==> src/rtl/cseq_pkg.sv <==
package cseq_pkg;
  typedef enum logic [1:0] {
    SMOD_MANUAL = 2'd0,
    SMOD_AUTO   = 2'd1,
    SMOD_WORD0  = 2'd2,
    SMOD_RSVD   = 2'd3
  } smod_e;

  localparam int unsigned CTRL_START_BIT = 0;
  localparam int unsigned CTRL_SRST_BIT  = 8;
  localparam int unsigned MODE_DUAL_BIT  = 3;
  localparam int unsigned MODE_SMOD_LSB  = 8;

  localparam int unsigned ST_DRDY = 0;
  localparam int unsigned ST_UACC = 8;
  localparam int unsigned ST_TAG  = 16;

  localparam int unsigned OFS_CTRL = 'h00;
  localparam int unsigned OFS_MODE = 'h04;
  localparam int unsigned OFS_MSET = 'h10;
  localparam int unsigned OFS_MCLR = 'h14;
  localparam int unsigned OFS_MASK = 'h18;
  localparam int unsigned OFS_STAT = 'h1C;
  localparam int unsigned OFS_IN   = 'h40;
  localparam int unsigned OFS_OUT  = 'h50;

  typedef struct packed {
    logic ctrl_wr;
    logic mode_wr;
    logic mode_rd;
    logic mset_wr;
    logic mclr_wr;
    logic mask_rd;
    logic stat_rd;
    logic in_wr;
    logic out_rd;
  } dec_t;
endpackage

==> src/rtl/cseq_bus_decode.sv <==
module cseq_bus_decode
  import cseq_pkg::*;
#(
  parameter int unsigned ADDR_W    = 8,
  parameter int unsigned NUM_WORDS = 4,
  parameter int unsigned IDX_W     = 2
) (
  input  logic              req_i,
  input  logic              we_i,
  input  logic [ADDR_W-1:0] addr_i,
  output dec_t              dec_o,
  output logic [IDX_W-1:0]  idx_o
);
  localparam int unsigned WA_W = ADDR_W - 2;
  localparam logic [WA_W-1:0] WA_CTRL = WA_W'(OFS_CTRL >> 2);
  localparam logic [WA_W-1:0] WA_MODE = WA_W'(OFS_MODE >> 2);
  localparam logic [WA_W-1:0] WA_MSET = WA_W'(OFS_MSET >> 2);
  localparam logic [WA_W-1:0] WA_MCLR = WA_W'(OFS_MCLR >> 2);
  localparam logic [WA_W-1:0] WA_MASK = WA_W'(OFS_MASK >> 2);
  localparam logic [WA_W-1:0] WA_STAT = WA_W'(OFS_STAT >> 2);
  localparam logic [WA_W-1:0] WA_IN   = WA_W'(OFS_IN >> 2);
  localparam logic [WA_W-1:0] WA_OUT  = WA_W'(OFS_OUT >> 2);
  localparam logic [WA_W-1:0] WA_NUM  = WA_W'(NUM_WORDS);

  logic [WA_W-1:0] wa, in_off, out_off;
  logic            hit, wr, rd, in_hit, out_hit;

  assign wa      = addr_i[ADDR_W-1:2];
  assign hit     = req_i && (addr_i[1:0] == 2'b00);
  assign wr      = hit && we_i;
  assign rd      = hit && !we_i;
  assign in_off  = wa - WA_IN;
  assign out_off = wa - WA_OUT;
  assign in_hit  = (wa >= WA_IN) && (in_off < WA_NUM);
  assign out_hit = (wa >= WA_OUT) && (out_off < WA_NUM);

  always_comb begin
    dec_o.ctrl_wr = wr && (wa == WA_CTRL);
    dec_o.mode_wr = wr && (wa == WA_MODE);
    dec_o.mode_rd = rd && (wa == WA_MODE);
    dec_o.mset_wr = wr && (wa == WA_MSET);
    dec_o.mclr_wr = wr && (wa == WA_MCLR);
    dec_o.mask_rd = rd && (wa == WA_MASK);
    dec_o.stat_rd = rd && (wa == WA_STAT);
    dec_o.in_wr   = wr && in_hit;
    dec_o.out_rd  = rd && out_hit;
    idx_o = in_hit ? in_off[IDX_W-1:0] : out_off[IDX_W-1:0];
  end
endmodule

==> src/rtl/cseq_start_ctrl.sv <==
module cseq_start_ctrl
  import cseq_pkg::*;
#(
  parameter int unsigned NUM_WORDS = 4,
  parameter int unsigned IDX_W     = 2
) (
  input  logic             clk_i,
  input  logic             rst_ni,
  input  logic             srst_i,
  input  smod_e            smod_i,
  input  logic             dual_i,
  input  logic             busy_i,
  input  logic             pend_i,
  input  logic             in_wr_i,
  input  logic [IDX_W-1:0] idx_i,
  input  logic             start_i,
  output logic             accept_o,
  output logic             reject_o,
  output logic             trig_o
);
  logic [NUM_WORDS-1:0] loaded_q, loaded_nx, sel;

  assign sel       = NUM_WORDS'(1) << idx_i;
  assign accept_o  = in_wr_i && (!busy_i || (dual_i && smod_i == SMOD_WORD0 && !pend_i));
  assign reject_o  = in_wr_i && !accept_o;
  assign loaded_nx = loaded_q | (accept_o ? sel : '0);

  always_comb begin
    unique case (smod_i)
      SMOD_AUTO:  trig_o = accept_o && (&loaded_nx);
      SMOD_WORD0: trig_o = accept_o && (idx_i == '0) && (&loaded_q[NUM_WORDS-1:1]);
      default:    trig_o = start_i && !busy_i;
    endcase
  end

  always_ff @(posedge clk_i or negedge rst_ni) begin
    if (!rst_ni)      loaded_q <= '0;
    else if (srst_i)  loaded_q <= '0;
    else if (trig_o)  loaded_q <= '0;
    else              loaded_q <= loaded_nx;
  end

  // a launch during a run is only legal through the double buffer
  assert_trig_busy_dual_R8: assert property (@(posedge clk_i) disable iff (!rst_ni)
    trig_o && busy_i |-> dual_i && smod_i == SMOD_WORD0);
endmodule

==> src/rtl/cseq_core_stub.sv <==
module cseq_core_stub #(
  parameter int unsigned         DATA_W    = 32,
  parameter int unsigned         NUM_WORDS = 4,
  parameter int unsigned         LATENCY   = 12,
  parameter logic [DATA_W-1:0]   STUB_MASK = 'hA5C3_0F96
) (
  input  logic                               clk_i,
  input  logic                               rst_ni,
  input  logic                               srst_i,
  input  logic                               trig_i,
  input  logic [NUM_WORDS-1:0][DATA_W-1:0]   in_words_i,
  output logic                               busy_o,
  output logic                               pend_o,
  output logic                               done_o,
  output logic [NUM_WORDS-1:0][DATA_W-1:0]   out_words_o
);
  localparam int unsigned CNT_W = (LATENCY > 1) ? $clog2(LATENCY) : 1;
  localparam logic [CNT_W-1:0] CNT_LAST = CNT_W'(LATENCY - 1);

  logic [NUM_WORDS-1:0][DATA_W-1:0] snap_q, out_q;
  logic [CNT_W-1:0] cnt_q;
  logic busy_q, pend_q;

  assign done_o      = busy_q && (cnt_q == CNT_LAST);
  assign busy_o      = busy_q;
  assign pend_o      = pend_q;
  assign out_words_o = out_q;

  always_ff @(posedge clk_i or negedge rst_ni) begin
    if (!rst_ni) begin
      busy_q <= 1'b0; pend_q <= 1'b0; cnt_q <= '0; snap_q <= '0; out_q <= '0;
    end else if (srst_i) begin
      busy_q <= 1'b0; pend_q <= 1'b0; cnt_q <= '0; snap_q <= '0; out_q <= '0;
    end else if (done_o) begin
      out_q <= snap_q ^ {NUM_WORDS{STUB_MASK}};
      if (pend_q || trig_i) begin
        // waiting block takes over without an idle cycle
        snap_q <= in_words_i;
        cnt_q  <= '0;
        pend_q <= 1'b0;
      end else begin
        busy_q <= 1'b0;
      end
    end else if (busy_q) begin
      cnt_q <= cnt_q + 1'b1;
      if (trig_i) pend_q <= 1'b1;
    end else if (trig_i) begin
      busy_q <= 1'b1;
      cnt_q  <= '0;
      snap_q <= in_words_i;
    end
  end

  assert_cnt_range_R5: assert property (@(posedge clk_i) disable iff (!rst_ni)
    busy_q |-> cnt_q <= CNT_LAST);
  assert_no_early_end_R5: assert property (@(posedge clk_i) disable iff (!rst_ni)
    busy_q && !done_o && !srst_i |=> busy_q);
  assert_pend_needs_run_R8: assert property (@(posedge clk_i) disable iff (!rst_ni)
    pend_q |-> busy_q);
endmodule

==> src/rtl/cseq_irq.sv <==
module cseq_irq
  import cseq_pkg::*;
#(
  parameter int unsigned DATA_W = 32
) (
  input  logic              clk_i,
  input  logic              rst_ni,
  input  logic              srst_i,
  input  logic              mset_i,
  input  logic              mclr_i,
  input  logic [DATA_W-1:0] wdata_i,
  input  logic              done_i,
  input  logic              drdy_clr_i,
  input  logic              uacc_set_i,
  output logic [DATA_W-1:0] mask_o,
  output logic [DATA_W-1:0] status_o,
  output logic              irq_o
);
  localparam logic [DATA_W-1:0] SRC_BITS =
    (DATA_W'(1) << ST_DRDY) | (DATA_W'(1) << ST_UACC) | (DATA_W'(1) << ST_TAG);

  logic [DATA_W-1:0] mask_q;
  logic drdy_q, uacc_q;

  always_ff @(posedge clk_i or negedge rst_ni) begin
    if (!rst_ni) begin
      mask_q <= '0; drdy_q <= 1'b0; uacc_q <= 1'b0;
    end else if (srst_i) begin
      mask_q <= '0; drdy_q <= 1'b0; uacc_q <= 1'b0;
    end else begin
      if (mset_i)      mask_q <= mask_q | (wdata_i & SRC_BITS);
      else if (mclr_i) mask_q <= mask_q & ~(wdata_i & SRC_BITS);
      // a fresh result wins over a same-cycle clear
      if (done_i)          drdy_q <= 1'b1;
      else if (drdy_clr_i) drdy_q <= 1'b0;
      if (uacc_set_i) uacc_q <= 1'b1;
    end
  end

  always_comb begin
    status_o          = '0;
    status_o[ST_DRDY] = drdy_q;
    status_o[ST_UACC] = uacc_q;
  end

  assign mask_o = mask_q;
  assign irq_o  = |(status_o & mask_q);

  assert_uacc_sticky_R7: assert property (@(posedge clk_i) disable iff (!rst_ni)
    uacc_set_i && !srst_i |=> status_o[ST_UACC]);
  assert_srst_clears_R10: assert property (@(posedge clk_i) disable iff (!rst_ni)
    srst_i |=> status_o == '0 && mask_o == '0);
  assert_mask_bits_R9: assert property (@(posedge clk_i) disable iff (!rst_ni)
    (mask_o & ~SRC_BITS) == '0);
endmodule

==> src/rtl/cipher_start_seq.sv <==
module cipher_start_seq
  import cseq_pkg::*;
#(
  parameter int unsigned       ADDR_W    = 8,
  parameter int unsigned       DATA_W    = 32,
  parameter int unsigned       NUM_WORDS = 4,
  parameter int unsigned       LATENCY   = 12,
  parameter logic [DATA_W-1:0] STUB_MASK = 'hA5C3_0F96
) (
  input  logic              clk_i,
  input  logic              rst_ni,
  input  logic              req_i,
  input  logic              we_i,
  input  logic [ADDR_W-1:0] addr_i,
  input  logic [DATA_W-1:0] wdata_i,
  output logic [DATA_W-1:0] rdata_o,
  output logic              irq_o
);
  localparam int unsigned IDX_W = (NUM_WORDS > 1) ? $clog2(NUM_WORDS) : 1;

  dec_t             dec;
  logic [IDX_W-1:0] idx;
  logic             srst, start, accept, reject, trig, busy, pend, done, mode_rej;
  smod_e            smod_q;
  logic             dual_q;
  logic [NUM_WORDS-1:0][DATA_W-1:0] in_q, in_nx, out_w;
  logic [DATA_W-1:0] mask, status;

  cseq_bus_decode #(.ADDR_W(ADDR_W), .NUM_WORDS(NUM_WORDS), .IDX_W(IDX_W)) u_dec (
    .req_i(req_i), .we_i(we_i), .addr_i(addr_i), .dec_o(dec), .idx_o(idx));

  assign srst     = dec.ctrl_wr && wdata_i[CTRL_SRST_BIT];
  assign start    = dec.ctrl_wr && wdata_i[CTRL_START_BIT] && !srst;
  assign mode_rej = dec.mode_wr && busy;

  always_ff @(posedge clk_i or negedge rst_ni) begin
    if (!rst_ni) begin
      smod_q <= SMOD_MANUAL; dual_q <= 1'b0;
    end else if (srst) begin
      smod_q <= SMOD_MANUAL; dual_q <= 1'b0;
    end else if (dec.mode_wr && !busy) begin
      smod_q <= smod_e'(wdata_i[MODE_SMOD_LSB +: 2]);
      dual_q <= wdata_i[MODE_DUAL_BIT];
    end
  end

  for (genvar g = 0; g < NUM_WORDS; g++) begin : g_in
    assign in_nx[g] = (accept && idx == IDX_W'(g)) ? wdata_i : in_q[g];
    always_ff @(posedge clk_i or negedge rst_ni) begin
      if (!rst_ni)   in_q[g] <= '0;
      else if (srst) in_q[g] <= '0;
      else           in_q[g] <= in_nx[g];
    end
  end

  cseq_start_ctrl #(.NUM_WORDS(NUM_WORDS), .IDX_W(IDX_W)) u_start (
    .clk_i(clk_i), .rst_ni(rst_ni), .srst_i(srst), .smod_i(smod_q), .dual_i(dual_q),
    .busy_i(busy), .pend_i(pend), .in_wr_i(dec.in_wr), .idx_i(idx), .start_i(start),
    .accept_o(accept), .reject_o(reject), .trig_o(trig));

  cseq_core_stub #(.DATA_W(DATA_W), .NUM_WORDS(NUM_WORDS), .LATENCY(LATENCY),
                   .STUB_MASK(STUB_MASK)) u_core (
    .clk_i(clk_i), .rst_ni(rst_ni), .srst_i(srst), .trig_i(trig), .in_words_i(in_nx),
    .busy_o(busy), .pend_o(pend), .done_o(done), .out_words_o(out_w));

  cseq_irq #(.DATA_W(DATA_W)) u_irq (
    .clk_i(clk_i), .rst_ni(rst_ni), .srst_i(srst), .mset_i(dec.mset_wr),
    .mclr_i(dec.mclr_wr), .wdata_i(wdata_i), .done_i(done),
    .drdy_clr_i(start || dec.out_rd), .uacc_set_i(reject || mode_rej),
    .mask_o(mask), .status_o(status), .irq_o(irq_o));

  always_comb begin
    rdata_o = '0;
    if (dec.mode_rd) begin
      rdata_o[MODE_SMOD_LSB +: 2] = smod_q;
      rdata_o[MODE_DUAL_BIT]      = dual_q;
    end
    if (dec.mask_rd) rdata_o = mask;
    if (dec.stat_rd) rdata_o = status;
    if (dec.out_rd)  rdata_o = out_w[idx];
  end

  assert_mode_hold_R7: assert property (@(posedge clk_i) disable iff (!rst_ni)
    mode_rej |=> $stable(smod_q) && $stable(dual_q));
  assert_reject_keeps_word_R7: assert property (@(posedge clk_i) disable iff (!rst_ni)
    reject && !srst |=> $stable(in_q));
  assert_srst_idle_R10: assert property (@(posedge clk_i) disable iff (!rst_ni)
    srst |=> !busy && status[ST_DRDY] == 1'b0);
endmodule

==> config.mk <==
export PLATFORM = sky130hd
export DESIGN_NAME = cipher_start_seq
export DESIGN_NICKNAME = d
export VERILOG_FILES = /design/src/rtl/cseq_pkg.sv /design/src/rtl/cseq_bus_decode.sv /design/src/rtl/cseq_start_ctrl.sv /design/src/rtl/cseq_core_stub.sv /design/src/rtl/cseq_irq.sv /design/src/rtl/cipher_start_seq.sv
export SDC_FILE = /design/constraint.sdc
export NUM_CORES = 1
export LEC_CHECK = 0
export ABC_AREA = 1
export CORE_MARGIN = 3
export CORE_UTILIZATION = 30
export DETAILED_ROUTE_END_ITERATION = 7
export SYNTH_ARGS = -nofsm -noshare
export SYNTH_HDL_FRONTEND = slang
export SYNTH_SLANG_ARGS = --single-unit
==> constraint.sdc <==
create_clock -name clk_i -period 3.2 [get_ports clk_i]
set_input_delay 0.8 -clock clk_i [delete_from_list [all_inputs] [get_ports clk_i]]
set_output_delay 0.8 -clock clk_i [all_outputs]
set_load 0.1 [all_outputs]
; Yosys cells after proc, flatten, opt, wreduce, memory -nomap -nowiden
; Index checks and enable logic that the tools add are counted.
[word_totals]
ff_bits = 431
input_bits = 44
out_inout_bits = 33
elab_cells = 161
[op_classes]
add_sub_neg = 3
magnitude_cmp = 5
eq_ne = 14
shift = 1
mux = 54
n_bitwise = 6
reduce_logical = 57
[ops]
columns = operator, count
row1 = 2-to-1 mux 128 bit, 7
row2 = 2-to-1 mux 32 bit, 15
row3 = binary-select mux 32 bit (select 2 bit), 1
row4 = inverter 64 bit, 1
row5 = AND 32 bit, 1
row6 = AND 9 x 32 -> 32 bit, 1
row7 = 2-to-1 mux 4 bit, 8
row8 = inverter 17 -> 32 bit, 1
row9 = OR 32 x 17 -> 32 bit, 1
row10 = OR reduction 32 bit, 1
row11 = logical AND 1 bit, 31
row12 = equality test 6 x 3 -> 1 bit (second input constant), 4
row13 = 2-to-1 mux 1 bit, 18
row14 = greater-or-equal comparator 6 x 5 -> 1 bit (second input constant), 2
row15 = less-than comparator 6 x 3 -> 1 bit (second input constant), 2
row16 = nonzero test 3 bit, 4
row17 = subtractor 6 x 5 -> 6 bit (second input constant), 2
row18 = AND reduction 3 bit, 3
row19 = 2-to-1 mux 2 bit, 4
row20 = equality test 2 bit (second input constant), 3
row21 = equality test 6 x 1 -> 1 bit (second input constant), 1
row22 = logical NOT 6 bit, 1
row23 = inequality test 3 bit (second input constant), 2
row24 = nonzero test 2 bit, 3
row25 = 14 further kinds, 23

; Logic depth before layout (Yosys ltp)
[depth]
ltp_word = 14
depth_mapped = 17
mapped_depth_nobuf = 15

; Hierarchy
; A second synthesis with hierarchy kept.
[hier_totals]
hier_cells = 2817
area_unflattened_um2 = 20204.4
[modules_own_cells]
columns = module, instances, cells_each, area_per_inst_um2, seq_area_each_um2
row1 = cseq_core_stub, 1, 1349, 11054.4, 6556.3
row2 = cipher_start_seq, 1, 1287, 7856.3, 3278.1
row3 = cseq_irq, 1, 99, 732.0, 125.1
row4 = cseq_start_ctrl, 1, 52, 382.9, 100.1
row5 = cseq_bus_decode, 1, 30, 178.9, 0.0

; Least setup slack after synthesis
; OpenSTA, ideal clock, no wires.
[synth_path]
path_type = input to output
from = input port addr_i[7]
to = output port rdata_o[0]
t_arrival_ps = 4833
required_time_ps = 2400
setup_slack_ps = -2433
path_stages = 4
path_buffers = 0
cell_sequence = or2_2 -> inv_1 -> nand4_1 -> o311ai_0
[synth_between]
elab_chain_cells = 7
word_cells_on_any_way = 19
cone_classes = 2 x add/sub / 4 x order compare / 2 x eq/ne / 6 x mux / 5 x reduce/logical
[synth_lines]
columns = element, line_no
row1 = "start, declared", cipher_start_seq.sv:14  ; input logic [ADDR_W-1:0] addr_i,
row2 = subtractor 6 x 5 -> 6 bit, cseq_bus_decode.sv:32  ; assign in_off = wa - WA_IN;
row3 = less-than comparator 6 x 3 -> 1 bit, cseq_bus_decode.sv:34  ; assign in_hit = (wa >= WA_IN) && (in_off < WA_NUM);
row4 = logical AND 1 bit, cseq_bus_decode.sv:34
row5 = 2-to-1 mux 2 bit, cseq_bus_decode.sv:47  ; idx_o = in_hit ? in_off[IDX_W-1:0] : out_off[IDX_W-1:0];
row6 = binary-select mux 32 bit (select 2 bit), cipher_start_seq.sv:80  ; if (dec.out_rd) rdata_o = out_w[idx];
row7 = 2-to-1 mux 32 bit (not written as such), cipher_start_seq.sv:80
row8 = 2-to-1 mux 32 bit (*), cipher_start_seq.sv:80
row9 = "end, declared", cipher_start_seq.sv:16  ; output logic [DATA_W-1:0] rdata_o,
; Every way passes the cells marked *; elsewhere a longest branch is shown, timed or not. The select of a mux whose other input is x is not followed.

; Worst setup path in the final report
[layout_path]
from = input port addr_i[2]
to = output port rdata_o[9]
; The elaborated chain is that of the path after synthesis.

==> results.toml <==
[setup_path]
crit_chain = "dlygate4sd2_1, buf_4, nor2_4, inv_1, buf_4, o22ai_1, nor3_2, buf_4, a21oi_4, buf_12"
path_class = "in2out"
cp.arrival_ns = 2.34
crit_family = "buffers and inverters"
path_buf_inv = 6
worst_setup_path_end_kind = "output port"
path_common_cell = "buf_4"
cp-start-kind = "input pin"
max_stage_delay_ns = 0.27
worst-path-max-fanout = 4
cp.required_ns = 2.40
slowest_stage = "dlygate4sd2_1"

[synthesis]
netlist.top_cell.by_area = "dfrtp_1"
synth_area_per_cell_um2 = 9.36
yosysTopAreaCellShare_pct = 60.1
ys_warn_count = 0
synth_area_leaders = "dfrtp_1, nand2_1, nand3_1"
synth_cells = 1787
syn_area_um2 = 16700
synth_edf_count = 0
async_flop_share_pct = 100
ys_ff_latch = 402
synthesis.nets = 1834
synth-main-ff-cell = "dfrtp_1"
yosysSeqAreaShare_pct = 60.1
synth.distinct_cells = 38

[layout]
area_growth_syn_to_layout_pct = 34.4
final_common_cell = "nand2_1"
drive_above_1_share_pct = 18.9
final_area_um2 = 22500
nFillCells = 5211
ff_latch_area_um2 = 10100
nets = 2007
layout_common_cells = "nand2_1, dfrtp_1, nand3_1"
multi_input_area_um2 = 6470
final_util_pct = 41.3

[place]
hpwl_mm = 31.3
place.gp.congestion = 0.859
place_area_um2 = 20000
io_buffers = 76

[route]
finalWirelength_mm = 55.5
wl_per_cell_um = 20.3
antenna_left = 0
vias = 14300
post-route-drc-count = 0
drt-initial-drc-count = 1309
via_per_inst = 5.23
dr.pass1.iters = 6

[sta]
final.setup.tns_ns = 0
worst_pin_slew_ns = 0.567
max_freq_ghz = 0.318
slew_headroom_pct = 62.2
min_period_ns = 3.14
hold_viol_final = 0
final-max-slew-violation-count = 0
setup_viol = 0
post-route-period-util_pct = 98.3
clock_skew_ns = 0.0211

[global_route]
grt_max_degree = 78
track_usage_pct = 17.4
first_global_vias = 14200
grt_pass1_wl_mm = 82.4
grt_overflow = 0
antenna_found_initial = 2

[clock_tree]
clkTransAtPathRegs_ns = 0.06
cts_buffer_depth = 3
cts_root_buffer = "clkbuf_16"
cts_buffers = 41
insertion_delay_ns = 0.55
clock-sinks = 402
cts_tree = "done"
cts-htree-levels = 2

[pwr]
p_leak_nw = 10.5
power.total_w = 0.0107
p_clk_share_pct = 45.9
worst_ir_drop_vdd_mv = 0.300
p_int_w = 0.00826
switching_share_pct = 23.0
powerDensity_nw_per_um2 = 477
p_sw_w = 0.00247
power_frac_comb_pct = 5.6
power.share.sequential_pct = 48.5

[job]
drv_cap = 0

[floorplanning]
fp.dieH_um = 242
core-area_um2 = 54500
start_util_pct = 30.7
rows = 85
ioPinCount = 77
die_area_um2 = 58600
die_width_um = 242

[status]
status = "completed"

[min_path]
hold_class = "in2async"
==> metal layers <==
layer  routed length (um)  GRT usage, %
met5                   13             0
met4                 1790          5.87
met3                 3330          2.45
met2                27000          28.7
met1                23400          23.4
==> cells by family after synthesis <==
logic type / after synthesis / synth area share (%)
AND/OR/NAND/NOR: 844 / 21.5
flip-flops: 402 / 60.1
AO/OA/AOI/OAI: 349 / 12.7
buffers and inverters: 188 / 5.41
adder cells (fa/ha/maj): 3 / 0.224
XOR/XNOR: 1 / 0.0524
==> area by class of cell <==
class,instances,area share (%)
inverter,52,0.890
clock buffer,61,5.58
timing repair buffer,263,15.3
clock inverter,15,0.584
multi-input combinational,1200,28.8
sequential,402,44.7
tap,739,4.11
antenna,1,0.0111
==> worst reg2reg max path, cell delays in order (launching register included) <==
cell and delay, ns:
dfrtp_1 0.43, inv_1 0.10, ha_1 0.17, nand3_1 0.08
nand2_1 0.24, nand3_2 0.15, nand2_2 0.09, nand3_1 0.08
o21bai_2 0.20, nand2_2 0.10, buf_4 0.15, nand4_4 0.11
buf_6 0.17, nand2_8 0.12, buf_16 0.18, nand2_1 0.08
nand2_1 0.06
==> through the flow <==
step	hold WS, ns	cells	setup slack (ns)
floorplan	0.437	1787	-0.135
global placement	0.448	2599	-0.204
detailed placement	0.450	2599	-0.224
CTS	0.224	2696	0.00242
global route	0.225	2733	-0.00778
finish	0.201	2733	0.0555
==> power groups by stage <==
stage | Sequential, W | Clock, W | Combinational [W]
6_report | 0.00520 | 0.00492 | 0.000598
5_1_grt | 0.00521 | 0.00521 | 0.000650
4_1_cts | 0.00520 | 0.00499 | 0.000602
3_5_place_dp | 0.00530 | 0 | 0.000567
3_3_place_gp | 0.00529 | 0 | 0.000555
2_1_floorplan | 0.00529 | 0 | 0.000205
==> final timing paths <==
kind / start / depth (start not counted) / end / slack [ns]
max: addr_i[2] / 10 / rdata_o[9] / 0.06
min: rst_ni / 1 / u_core.snap_q[74]$_DFFE_PN0P_ / 0.20
max reg2reg: smod_q[0]$_DFFE_PN0P_ / 16 / u_core.snap_q[119]$_DFFE_PN0P_ / 0.59
min reg2reg: u_core.snap_q[11]$_DFFE_PN0P_ / 1 / u_core.out_words_o[11]$_DFFE_PN0N_ / 0.46
max in group asynchronous: rst_ni / 2 / u_core.out_words_o[116]$_DFFE_PN0N_ / 2.04
min in group clk_i: u_core.snap_q[11]$_DFFE_PN0P_ / 1 / u_core.out_words_o[11]$_DFFE_PN0N_ / 0.46
==> cells in the mapped netlist, types with 2 or more instances <==
cell / count
a21oi_1: 138
a221oi_1: 3
a22o_1: 56
a22oi_1: 27
a311oi_1: 2
a31oi_1: 27
buf_1: 12
buf_2: 40
buf_4: 14
buf_6: 13
clkbuf_1: 57
dfrtp_1: 402
ha_1: 3
inv_1: 47
inv_2: 5
nand2_1: 535
nand2_2: 4
nand3_1: 271
nand3_2: 3
nand4_1: 7
nor2_1: 11
nor2_2: 3
nor2_4: 2
nor3_1: 3
o21ai_0: 74
o22ai_1: 16
==> state kept, by name (all words and copies together), names as in the netlist <==
name / count
in_q: 128
u_core.out_words_o: 128
u_core.snap_q: 128
u_core.cnt_q: 4
u_start.loaded_q: 4
u_irq.mask_o: 3
smod_q: 2
dual_q: 1
u_core.busy_o: 1
u_core.pend_o: 1
u_irq.drdy_q: 1
u_irq.uacc_q: 1
==> repair_timing <==
action	CTS	global route
setup endpoints to repair	32	144
setup buffers	16	17
resized for setup	41	29
pin swaps	13	12
gates cloned	5	20
hold buffers	0	0
Power figures use the tool's default switching activity.
